[config.mk]
export PLATFORM = sky130hd
export DESIGN_NAME = sclk_prescaler
export DESIGN_NICKNAME = d
export VERILOG_FILES = /design/src/rtl/sclk_pkg.sv /design/src/rtl/sclk_lin_stage.sv /design/src/rtl/sclk_pow_stage.sv /design/src/rtl/sclk_phase_gen.sv /design/src/rtl/sclk_prescaler.sv
export SDC_FILE = /design/constraint.sdc
export NUM_CORES = 1
export LEC_CHECK = 0
export BUFFER_PORTS_ARGS = -buffer_cell sky130_fd_sc_hd__buf_2
export CAP_MARGIN = 20
export CORE_ASPECT_RATIO = 0.6
export CORE_MARGIN = 5
export CORE_UTILIZATION = 60
export CTS_BUF_LIST = sky130_fd_sc_hd__clkbuf_4
export CTS_CLUSTER_DIAMETER = 120
export DETAILED_ROUTE_END_ITERATION = 6
export GPL_TIMING_DRIVEN = 0
export PLACE_DENSITY = 0.77
export SLEW_MARGIN = 10
export SYNTH_ARGS = -nofsm -noshare
export SYNTH_HDL_FRONTEND = slang
export SYNTH_SLANG_ARGS = --single-unit
[constraint.sdc]
create_clock -name clk -period 5.1 [get_ports clk]
set_input_delay 0.51 -clock clk [delete_from_list [all_inputs] [get_ports clk]]
set_output_delay 0.51 -clock clk [all_outputs]
set_load 0.1 [all_outputs]
[src/rtl/sclk_pkg.sv]
package sclk_pkg;

  typedef enum logic {
    EXP_PLUS_ONE = 1'b0,
    EXP_PLAIN    = 1'b1
  } exp_mode_e;

  // phase index of the middle of the low half of an SCL period
  function automatic int unsigned low_mid_phase(input int unsigned ticks);
    return ticks / 4;
  endfunction

  // phase index of the middle of the high half of an SCL period
  function automatic int unsigned high_mid_phase(input int unsigned ticks);
    return ticks / 2 + ticks / 4;
  endfunction

endpackage

[src/rtl/sclk_lin_stage.sv]
module sclk_lin_stage #(
  parameter int W = 4
) (
  input  logic         clk,
  input  logic         rst,
  input  logic         clr,
  input  logic         adv,
  input  logic [W-1:0] lim_i,
  output logic         wrap_o
);

  logic [W-1:0] cnt_q;

  assign wrap_o = (cnt_q == lim_i);

  always_ff @(posedge clk) begin
    if (rst || clr) begin
      cnt_q <= '0;
    end else if (adv) begin
      cnt_q <= wrap_o ? '0 : cnt_q + 1'b1;
    end
  end

endmodule

[src/rtl/sclk_pow_stage.sv]
module sclk_pow_stage
  import sclk_pkg::*;
#(
  parameter int N_W = 3
) (
  input  logic           clk,
  input  logic           rst,
  input  logic           clr,
  input  logic           adv,
  input  logic [N_W-1:0] n_i,
  input  exp_mode_e      mode_i,
  output logic           wrap_o
);

  localparam int CW = 1 << N_W;
  localparam int EW = N_W + 1;

  logic [EW-1:0] exp_w;
  logic [CW-1:0] lim;
  logic [CW-1:0] cnt_q;

  assign exp_w = (mode_i == EXP_PLAIN) ? {1'b0, n_i} : {1'b0, n_i} + 1'b1;

  // terminal value is 2^exp - 1: one bit set per exponent step
  for (genvar i = 0; i < CW; i++) begin : g_lim
    assign lim[i] = (exp_w > EW'(i));
  end

  assign wrap_o = (cnt_q == lim);

  always_ff @(posedge clk) begin
    if (rst || clr) begin
      cnt_q <= '0;
    end else if (adv) begin
      cnt_q <= wrap_o ? '0 : cnt_q + 1'b1;
    end
  end

endmodule

[src/rtl/sclk_phase_gen.sv]
module sclk_phase_gen
  import sclk_pkg::*;
#(
  parameter int TICKS = 10
) (
  input  logic clk,
  input  logic rst,
  input  logic clr,
  input  logic step,
  output logic tick_o,
  output logic scl_o,
  output logic chg_o,
  output logic smp_o
);

  localparam int PH_W = $clog2(TICKS);
  localparam int HALF = TICKS / 2;
  localparam int CHG  = int'(low_mid_phase(TICKS));
  localparam int SMP  = int'(high_mid_phase(TICKS));

  logic [PH_W-1:0] ph_q;
  logic [PH_W-1:0] ph_nx;

  assign ph_nx = (ph_q == PH_W'(TICKS - 1)) ? '0 : ph_q + 1'b1;

  always_ff @(posedge clk) begin
    if (rst || clr) begin
      ph_q   <= '0;
      tick_o <= 1'b0;
      scl_o  <= 1'b0;
      chg_o  <= 1'b0;
      smp_o  <= 1'b0;
    end else if (step) begin
      ph_q   <= ph_nx;
      tick_o <= 1'b1;
      scl_o  <= (ph_nx >= PH_W'(HALF));
      chg_o  <= (ph_nx == PH_W'(CHG));
      smp_o  <= (ph_nx == PH_W'(SMP));
    end else begin
      tick_o <= 1'b0;
      chg_o  <= 1'b0;
      smp_o  <= 1'b0;
    end
  end

endmodule

[src/rtl/sclk_prescaler.sv]
module sclk_prescaler
  import sclk_pkg::*;
#(
  parameter int M_W           = 4,
  parameter int N_W           = 3,
  parameter int TICKS_PER_SCL = 10
) (
  input  logic             clk,
  input  logic             rst,
  input  logic             cfg_we,
  input  logic [M_W+N_W:0] cfg_wdata,
  input  logic             bus_scl_low,
  output logic             tick,
  output logic             scl_out,
  output logic             chg_stb,
  output logic             smp_stb
);

  localparam int MODE_BIT = M_W + N_W;

  logic [M_W-1:0] m_q;
  logic [N_W-1:0] n_q;
  exp_mode_e      mode_q;

  logic run;
  logic lin_wrap;
  logic pow_wrap;
  logic step;

  always_ff @(posedge clk) begin
    if (rst) begin
      m_q    <= '0;
      n_q    <= '0;
      mode_q <= EXP_PLUS_ONE;
    end else if (cfg_we) begin
      m_q    <= cfg_wdata[MODE_BIT-1:N_W];
      n_q    <= cfg_wdata[N_W-1:0];
      mode_q <= exp_mode_e'(cfg_wdata[MODE_BIT]);
    end
  end

  // released SCL still sensed low: slave is stretching, hold the divider
  assign run  = ~(scl_out & bus_scl_low);
  assign step = run & lin_wrap & pow_wrap;

  sclk_lin_stage #(.W(M_W)) u_lin (
    .clk    (clk),
    .rst    (rst),
    .clr    (cfg_we),
    .adv    (run),
    .lim_i  (m_q),
    .wrap_o (lin_wrap)
  );

  sclk_pow_stage #(.N_W(N_W)) u_pow (
    .clk    (clk),
    .rst    (rst),
    .clr    (cfg_we),
    .adv    (run & lin_wrap),
    .n_i    (n_q),
    .mode_i (mode_q),
    .wrap_o (pow_wrap)
  );

  sclk_phase_gen #(.TICKS(TICKS_PER_SCL)) u_phase (
    .clk    (clk),
    .rst    (rst),
    .clr    (cfg_we),
    .step   (step),
    .tick_o (tick),
    .scl_o  (scl_out),
    .chg_o  (chg_stb),
    .smp_o  (smp_stb)
  );

endmodule

# ---- After elaboration in Yosys (flattened, before gate mapping)
# Index checks and enable logic that the tools add are counted.
dict set report totals {
  output_inout_bits 4
  in_bits 12
  regBits 28
}
dict set report classes {
  n_mux 5
  n_eq_ne 5
  bitwise_logic 5
  reduce_logical 2
  add_sub_neg 4
  order_cmp 9
}
# cell count
set ops {}
lappend ops {{4-bit by 3-bit > comparator with 1-bit output, second input constant} 4}
lappend ops {{4-bit 2-to-1 mux} 3}
lappend ops {{4-bit by 1-bit adder with 4-bit output, second input constant} 2}
lappend ops {{8-bit by 1-bit adder with 8-bit output, second input constant} 1}
lappend ops {{8-bit equality test} 1}
lappend ops {{4-bit by 1-bit > comparator with 1-bit output, second input constant} 2}
lappend ops {{4-bit by 2-bit > comparator with 1-bit output, second input constant} 2}
lappend ops {{8-bit 2-to-1 mux} 1}
lappend ops {{3-bit by 1-bit adder with 4-bit output, second input constant} 1}
lappend ops {{4-bit by 2-bit equality test with 1-bit output, second input constant} 1}
lappend ops {{4-bit by 3-bit equality test with 1-bit output, second input constant} 1}
lappend ops {{4-bit equality test} 1}
lappend ops {{4-bit equality test, second input constant} 1}
lappend ops {{4-bit by 3-bit >= comparator with 1-bit output, second input constant} 1}
lappend ops {{1-bit AND} 3}
lappend ops {{1-bit NOT} 2}
lappend ops {{2-bit OR reduction} 1}
lappend ops {{1-bit logical OR} 1}
lappend ops {{1-bit 2-to-1 mux} 1}

# ---- Longest topological paths before layout
# Gate-level depths: netlist of run 1.
dict set report depth {
  ltp_word 7
  depth_mapped 9
  depth_no_buf 8
}

# ---- By module
# A second synthesis of run 1 with hierarchy kept.
dict set report unflattened {
  hier_cells 206
  area_unflattened_um2 1770.4
}
# module instances seq_area_each_um2 cells_each area_per_inst_um2
set by_module_without_submodules {}
lappend by_module_without_submodules {sclk_pow_stage 1 160.2 101 779.5}
lappend by_module_without_submodules {sclk_phase_gen 1 160.2 48 411.6}
lappend by_module_without_submodules {sclk_prescaler 1 160.2 29 302.8}
lappend by_module_without_submodules {sclk_lin_stage 1 80.1 28 276.5}

# ---- Least setup slack after synthesis of run 1
# Ideal clock, no wire load.
dict set report synth_path {
  kind {reg2reg}
  start {register n_q[0]}
  end {register u_phase.ph_q[3]}
  required_ns 5.029
  arrival_ns 2.177
  path_buffers 0
  stages_incl_launch_ff 9
  setup_slack_ns 2.853
  path_cell_list {dfxtp_1 ha_1 nand2b_1 and4b_1 a2111oi_4 nand4_2 nand4b_4 or4_1 a21oi_1}
}
dict set report synth_between {
  elab_chain_len 5
}
# item line_no
set synth_lines {}
lappend synth_lines {{start: declaration} sclk_prescaler.sv:22} ;# logic [N_W-1:0] n_q;
lappend synth_lines {{start signal: assignment} sclk_prescaler.sv:37} ;# n_q <= cfg_wdata[N_W-1:0];
lappend synth_lines {{3-bit by 1-bit adder with 4-bit output} sclk_pow_stage.sv:22} ;# assign exp_w = (mode_i == EXP_PLAIN) ? {1'b0, n_i} : {1'b0, n_i} + 1'b1;
lappend synth_lines {{4-bit 2-to-1 mux *} sclk_pow_stage.sv:22}
lappend synth_lines {{4-bit by 1-bit > comparator with 1-bit output, or another cell as far along} sclk_pow_stage.sv:26} ;# assign lim[i] = (exp_w > EW'(i));
lappend synth_lines {{8-bit equality test *} sclk_pow_stage.sv:29} ;# assign wrap_o = (cnt_q == lim);
lappend synth_lines {{1-bit AND *} sclk_prescaler.sv:44} ;# assign step = run & lin_wrap & pow_wrap;
lappend synth_lines {{end signal: assignment} sclk_phase_gen.sv:34} ;# ph_q <= ph_nx;
lappend synth_lines {{end: declaration} sclk_phase_gen.sv:21} ;# logic [PH_W-1:0] ph_q;
# Mark *: on every way between the ends. The rest lies on a longest branch, timed or not.
# A chain may end at the register's enable or synchronous reset.

# ---- Worst setup path after layout of run 1
dict set report layout_path {
  start {register n_q[0]}
  end {register u_phase.ph_q[1]}
}
# Same word-level chain as after synthesis.

==> results.md, run 1 <==
- Setup violators final: 0
- Fraction of registers with async set/reset: 0
- Fill cells: roughly 230
- Outcome: complete, no violations
- Commonest non-fill, non-tap cell in the layout: dfxtp_1
- Hold Path Class: input pin to flip-flop
- Crit Path Category: flip-flop to flip-flop
- Syn Inst Count: about 200
- First-pass GRT wire length: 7170 µm
- Area Growth Syn to Fin: 9.26%
- Routability congestion estimate from global placement: about 0.87
- Share of cells above drive strength 1: 0.168
- Hold endpoint: m_q[0]$_SDFFE_PP0P_
- Critical Path Fanout Max: 7
- Dpl hpwl: 2980 µm
- Cell count of the worst reg-to-reg path: 8
- Post-synth top area cell: dfxtp_1
- Post-layout util: 0.671
- Die area: 4090 µm²
- RR Startpoint: n_q[0]$_SDFFE_PP0P_
- Hold_buf cts: 0
- Starting Density: 0.614
- Final hold slack: 0.395 ns
- ANT cells: 0
- Sequential fraction of the synthesis area: 0.324
- Final hold violations: 0
- Tmin final: 3.05 ns
- Yosys warns: 0
- Sinks on Clock Net: 28
- Slew Limit Headroom: 0.493
- Hold depth: 3
- Wire per inst: roughly 17 µm
- Die boundary height: slightly above 50 µm
- Core ar.: around 2800 µm²
- Post-synth cell types: 57
- Non-filler cells, final: about 250
- CP Launch Type: flip-flop
- Clock buffers created by TritonCTS: 3
- RSZ-0062 raised after global routing: false
- Fmax: ~0.33 GHz
- Static leakage: about 0.73 nW
- Worst slew pin tran: ~0.74 ns
- Vias in the first global route: between 1500 and 2000
- Post-CTS setup buffer count: 0
- FP Rows: 15
- Total Negative Setup Slacks: 0 ns
- Layout Nets: 230
- Average footprint of a synthesized cell: 8.78 µm²
- Dpl cells: 244
- IO Port Bufs: 13
- Max clock buf depth: 2
- Reg2reg end: u_phase.ph_q[1]$_SDFFE_PP0P_
- Critical path arrival: ~3.3 ns
- Die extent in x: between 70 and 80 µm
- R2R Setup Slk: 2.05 ns
- Residual DRC: 0
- GR Overflow Total: 0
- Pre-CTS WS: approximately 2.5 ns
- Max-slew violation count: 0
- Vias after detailed routing: roughly 1600
- Global-route usage over all layers: 0.224
- CTS resizes: 0
- Top_reg_cell synth: dfxtp_1
- Root Driver: clkbuf_4
- Final ANT Viol Nets: 0
- Crit share post-route: 0.599
- Post-Route WL: roughly 4200 µm
- Setup crit end kind: flip-flop
- Critical Path RT: roughly 5.4 ns
- #FFs+latches synth: 28
- Max-cap violations: 0
- CTS tree: yes
- Pin count of the biggest net entering global routing: 17
- Worst-skew pair later-pin latency: around 0.34 ns
- Synth top area share: 0.324
- Vias per cell: approximately 6.3
- Final worst setup slack: around 2.0 ns
- Initial drt markers: roughly 280
- P per Cell Area: roughly 250 nW/µm²
- Clk slew on worst S/H paths: 0.16 ns
- Hold path start: cfg_wdata[3]
- Area contributors post-synth: dfxtp_1 (32%), mux2i_1 (5.2%), nor2_1 (4.1%), xnor2_1 (4.1%), nand2_1 (3.0%)
- Most frequent cells in the layout: dfxtp_1 (28), nor2_1 (19), buf_2 (15)
- Peak VDD IR: about 0.18 mV
- Initial antenna violation count: 0
- Mapped Nets: roughly 210
- I/O pins: 16
- Mapped Area: ~1700 µm²
- CTS H-tree lvls: 1
- EDFF count, synth: 0
- Drt pass-1 iters: 6
- Clock skew: 0.0101 ns
## sequential cells by signal, indices dropped and copies added, names as in the netlist
register and count:
u_pow.cnt_q 8, m_q 4, u_lin.cnt_q 4, u_phase.ph_q 4
n_q 3, mode_q 1, u_phase.chg_o 1, u_phase.scl_o 1
u_phase.smp_o 1, u_phase.tick_o 1
## metal layers
| metal | global-route usage | vias to the layer above | part of all wire | routed length, µm |
|---|---|---|---|---|
| met5 | 0 | - | 0 | 0 |
| met4 | 0.0686 | 0 | 0.022 | 93 |
| met3 | 0.0606 | 12 | 0.086 | 359 |
| met2 | 0.370 | 88 | 0.44 | 1820 |
| met1 | 0.289 | 720 | 0.45 | 1890 |
| li1 | - | 747 | - | - |
## layout make-up
type | instances | area (µm²) | share of cell area
repair buffers | 13 | 65.1 | 0.0344
multi-input cells | 150 | 1070 | 0.566
flip-flops and latches | 28 | 561 | 0.297
clock buffers | 3 | 22.5 | 0.0119
plain buffers | 13 | 77.6 | 0.0411
well taps | 34 | 42.5 | 0.0225
clock inverters | 1 | 30.0 | 0.0159
inverters | 6 | 22.5 | 0.0119
## critical path, cell delays in order, from the launching register on
cell and delay, ns:
dfxtp_1 0.38, ha_1 0.37, nand2b_1 0.19, o32a_1 0.40, a32oi_1 0.25, nand4_2 0.22, nand4b_4 0.27, a2111oi_0 0.71
o21a_1 0.20
## per-stage QoR
step / cell area, µm² / power [mW]
floorplan: 1730 / 0.298
global route: 1890 / 0.483
global placement: 1840 / 0.313
finish: 1890 / 0.465
detailed placement: 1840 / 0.318
CTS: 1890 / 0.461
## synth_stat cells (2+ instances only)
cell type	instances
o21ai_0	7
nand2_1	14
nand2b_1	3
o21a_1	3
xnor2_1	8
o211ai_1	2
nor2b_1	3
buf_2	2
a21oi_1	8
nand3_1	7
nand3b_1	2
xor2_1	6
or2_2	2
clkbuf_1	6
or2b_1	2
and3b_1	2
buf_6	3
nor2_1	19
o32a_1	2
ha_1	3
o31ai_1	2
dfxtp_1	28
inv_1	6
or4_1	2
o21bai_1	2
mux2i_1	9
nor4_1	3
a31o_2	2
a31oi_1	6
nor3_1	6
## where the power goes
part / internal (mW) / switching, mW
Sequential: 0.225 / 0.00614
Combinational: 0.0324 / 0.0543
Clock: 0.0796 / 0.0683
Total: 0.337 / 0.129
## cells by family after synthesis
group | after synthesis | share of synthesized area
and+or+nand+nor | 81 | 0.288
xor gates and xnor gates | 15 | 0.0803
muxes | 9 | 0.0521
adders and majority gates | 3 | 0.0217
AOI/OAI and AO/OA | 42 | 0.176
buffers and inverters | 19 | 0.0579
DFF | 28 | 0.324
## worst max path at each step
stage	start	endpoint	slack, ns	cells past startpoint
after global routing	n_q[0]$_SDFFE_PP0P_	u_phase.ph_q[1]$_SDFFE_PP0P_	1.93	8
final	n_q[0]$_SDFFE_PP0P_	u_phase.ph_q[1]$_SDFFE_PP0P_	2.05	8
after detailed placement	n_q[0]$_SDFFE_PP0P_	u_pow.cnt_q[3]$_SDFFE_PP0P_	2.51	8
after CTS	n_q[0]$_SDFFE_PP0P_	u_phase.ph_q[1]$_SDFFE_PP0P_	2.31	8
after floorplan	n_q[0]$_SDFFE_PP0P_	u_phase.ph_q[3]$_SDFFE_PP0P_	2.85	8
after global placement	n_q[0]$_SDFFE_PP0P_	u_phase.ph_q[2]$_SDFFE_PP0P_	2.62	8
No activity file was read; power rests on OpenSTA's default activity.
==> run 2: changes to the inputs <==
Settings changed: CORE_UTILIZATION 60 to 55, PLACE_DENSITY 0.77 to 0.75.
Clock period 5.1 ns to 2.7 ns, I/O delays scaled along.
==> run 2 against run 1 <==
  * Clock-buffer cell count unchanged
  * Register-to-register slack worse by 1.9 ns
  * Worst setup slack worse by 1.9 ns
  * Die area increased by 7.6%
  * Combinational power grew 94%
  * Core utilization down 1.3 points
  * First-iteration DRC count shrank 54%
  * Wire length decreased by 9.1%
  * Cell count rose by 3.2%
  * Flip-flop and latch count unchanged
  * Critical path depth rose by 1
  * Largest power group unchanged
==> results.md, run 2 (synthesis gave the netlist of run 1 again) <==
- Root Driver: clkbuf_4
- Total Negative Setup Slacks: 0 ns (unchanged)
- Switching part of the total: 0.266 (-0.0109)
- Layout Nets: 230 (unchanged)
- Vias per cell: 5.87 (-7.1%)
- Max-cap violations: 0 (unchanged)
- Initial antenna violation count: 0 (unchanged)
- IO Port Bufs: 13 (unchanged)
- Drt pass-1 iters: 4 (-2)
- Setup violators final: 0 (unchanged)
- CP Launch Type: flip-flop
- Fmax: 0.392 GHz (+20%)
- Internal power: 0.640 mW (+90%)
- P per Cell Area: 450 nW/µm² (+83%)
- Area Growth Syn to Fin: 12.2%
- Die area: 4400 µm² (+7.6%)
- Pin count of the biggest net entering global routing: 17 (unchanged)
- Global-route usage over all layers: 0.195 (-0.0298)
- Routability congestion estimate from global placement: 0.839 (-3.1%)
- Share of cells above drive strength 1: 0.192 (+0.0234)
- CTS H-tree lvls: 1 (unchanged)
- Sequential power share: 0.500 (+0.004)
- Outcome: complete, no violations
- Design Area, Final: 1940 µm² (+2.6%)
- Critical path arrival: 2.79 ns (-0.55 ns)
- Final hold slack: 0.168 ns (-0.227 ns)
- Commonest non-fill, non-tap cell in the layout: dfxtp_1
- Initial drt markers: 132 (-54%)
- Post-layout util: 0.658 (-0.0129)
- Setup crit end kind: flip-flop
- Most frequent cells in the layout: dfxtp_1 (28), nor2_1 (18), buf_2 (15)
- Worst slew pin tran: 0.630 ns (-0.111 ns)
- Tot Pwr: 0.872 mW (+87%)
- Sinks on Clock Net: 28 (unchanged)
- Wire per inst: 14.8 µm (-12%)
- Starting Density: 0.587 (-0.0274)
- Static leakage: 0.733 nW (+0.30%)
- FP Rows: 15 (unchanged)
- Final ANT Viol Nets: 0 (unchanged)
- Critical Path Fanout Max: 8 (+1)
- Slew Limit Headroom: 0.580 (+0.0868)
- Vias after detailed routing: 1502 (-4.1%)
- I/O pins: 16 (unchanged)
- Worst-skew pair later-pin latency: 0.32 ns (-0.02 ns)
- DP Area: 1850 µm² (+0.54%)
- Largest register FFs: 8 (unchanged)
- Dpl cells: 252 (+3.3%)
- Crit share post-route: 0.946 (+0.347)
- GR Overflow Total: 0 (unchanged)
- Vias in the first global route: 1433 (-5.6%)
- Max-slew violation count: 0 (unchanged)
- Post-Route WL: 3790 µm (-9.1%)
- Final worst setup slack: 0.146 ns (-1.90 ns)
- Clk slew on worst S/H paths: 0.15 ns (about the same)
- P_sw: 0.232 mW (+80%)
- Hold Path Class: input pin to flip-flop
- CTS tree: yes
- Comb power frac: 0.193 (+0.007)
- Die boundary height: 53.4 µm (+3.6%)
- Residual DRC: 0 (unchanged)
- Crit Path Category: flip-flop to flip-flop
- Pre-CTS WS: 0.0406 ns (-2.46 ns)
- First-pass GRT wire length: 6490 µm (-9.4%)
- Critical Path RT: 2.93 ns (-2.45 ns)
- Die extent in x: 82.4 µm (+3.9%)
- Dpl hpwl: 2860 µm (-3.9%)
- Non-filler cells, final: 256 (+3.2%)
- Core ar.: 2950 µm² (+4.7%)
- Hold_buf cts: 0 (unchanged)
- Final hold violations: 0 (unchanged)
- Tmin final: 2.55 ns (-0.498 ns)
- Max clock buf depth: 2 (unchanged)
- Clock skew: 0.00587 ns (-0.00425 ns)
- Peak VDD IR: 0.275 mV (+54%)
- ANT cells: 0 (unchanged)
- Most flops, register: u_pow.cnt_q
- Clock power share: 0.308 (-0.010)
- Clock buffers created by TritonCTS: 3 (unchanged)
[run 2: worst paths after layout]
kind	start	to	slack, ns	cells after the start
min reg2reg	u_phase.scl_o$_SDFFE_PP0P_	u_phase.scl_o$_SDFFE_PP0P_	0.52	2
max	n_q[0]$_SDFFE_PP0P_	u_phase.ph_q[2]$_SDFFE_PP0P_	0.15	9
min	cfg_wdata[0]	n_q[0]$_SDFFE_PP0P_	0.17	3
max reg2reg	n_q[0]$_SDFFE_PP0P_	u_phase.ph_q[2]$_SDFFE_PP0P_	0.15	9
[run 2: critical path, cell delays in order, from the launching register on]
cell,delay (ns)
dfxtp_1,0.37
ha_2,0.18
buf_4,0.15
and3b_1,0.17
o211ai_1,0.21
mux2i_1,0.30
nand3_1,0.23
nor4_4,0.48
a31oi_1,0.16
o21a_1,0.20
[run 2: power groups by stage]
stage                     Clock [mW]  Combinational, mW  Sequential, mW
final                          0.268              0.168           0.436
after global routing           0.294              0.184           0.438
after floorplan                    0              0.120           0.443
after CTS                      0.278              0.155           0.435
after global placement             0              0.148           0.443
after detailed placement           0              0.153           0.444
[run 2: layout make-up]
class                      instances  area (µm²)
timing repair buffer              13        65.1
multi-input combinational        150        1110
clock buffer                       3        22.5
clock inverter                     1        30.0
tap                               42        52.6
inverter                           6        22.5
sequential                        28         561
buffer                            13        77.6
fill                             250        1010
[run 2: repair_timing]
action                     CTS  global route
pin swaps                    0             1
gates cloned                 0             0
setup buffers                0             0
setup endpoints to repair    1            10
gates resized for setup      1             7
[run 2: per-layer routing]
metal,GRT usage,wire [µm],vias to the layer above
met1,0.262,1940,704
met4,0.0525,51,0
met2,0.305,1590,44
met5,0,0,-
met3,0.0527,195,8
li1,-,-,746
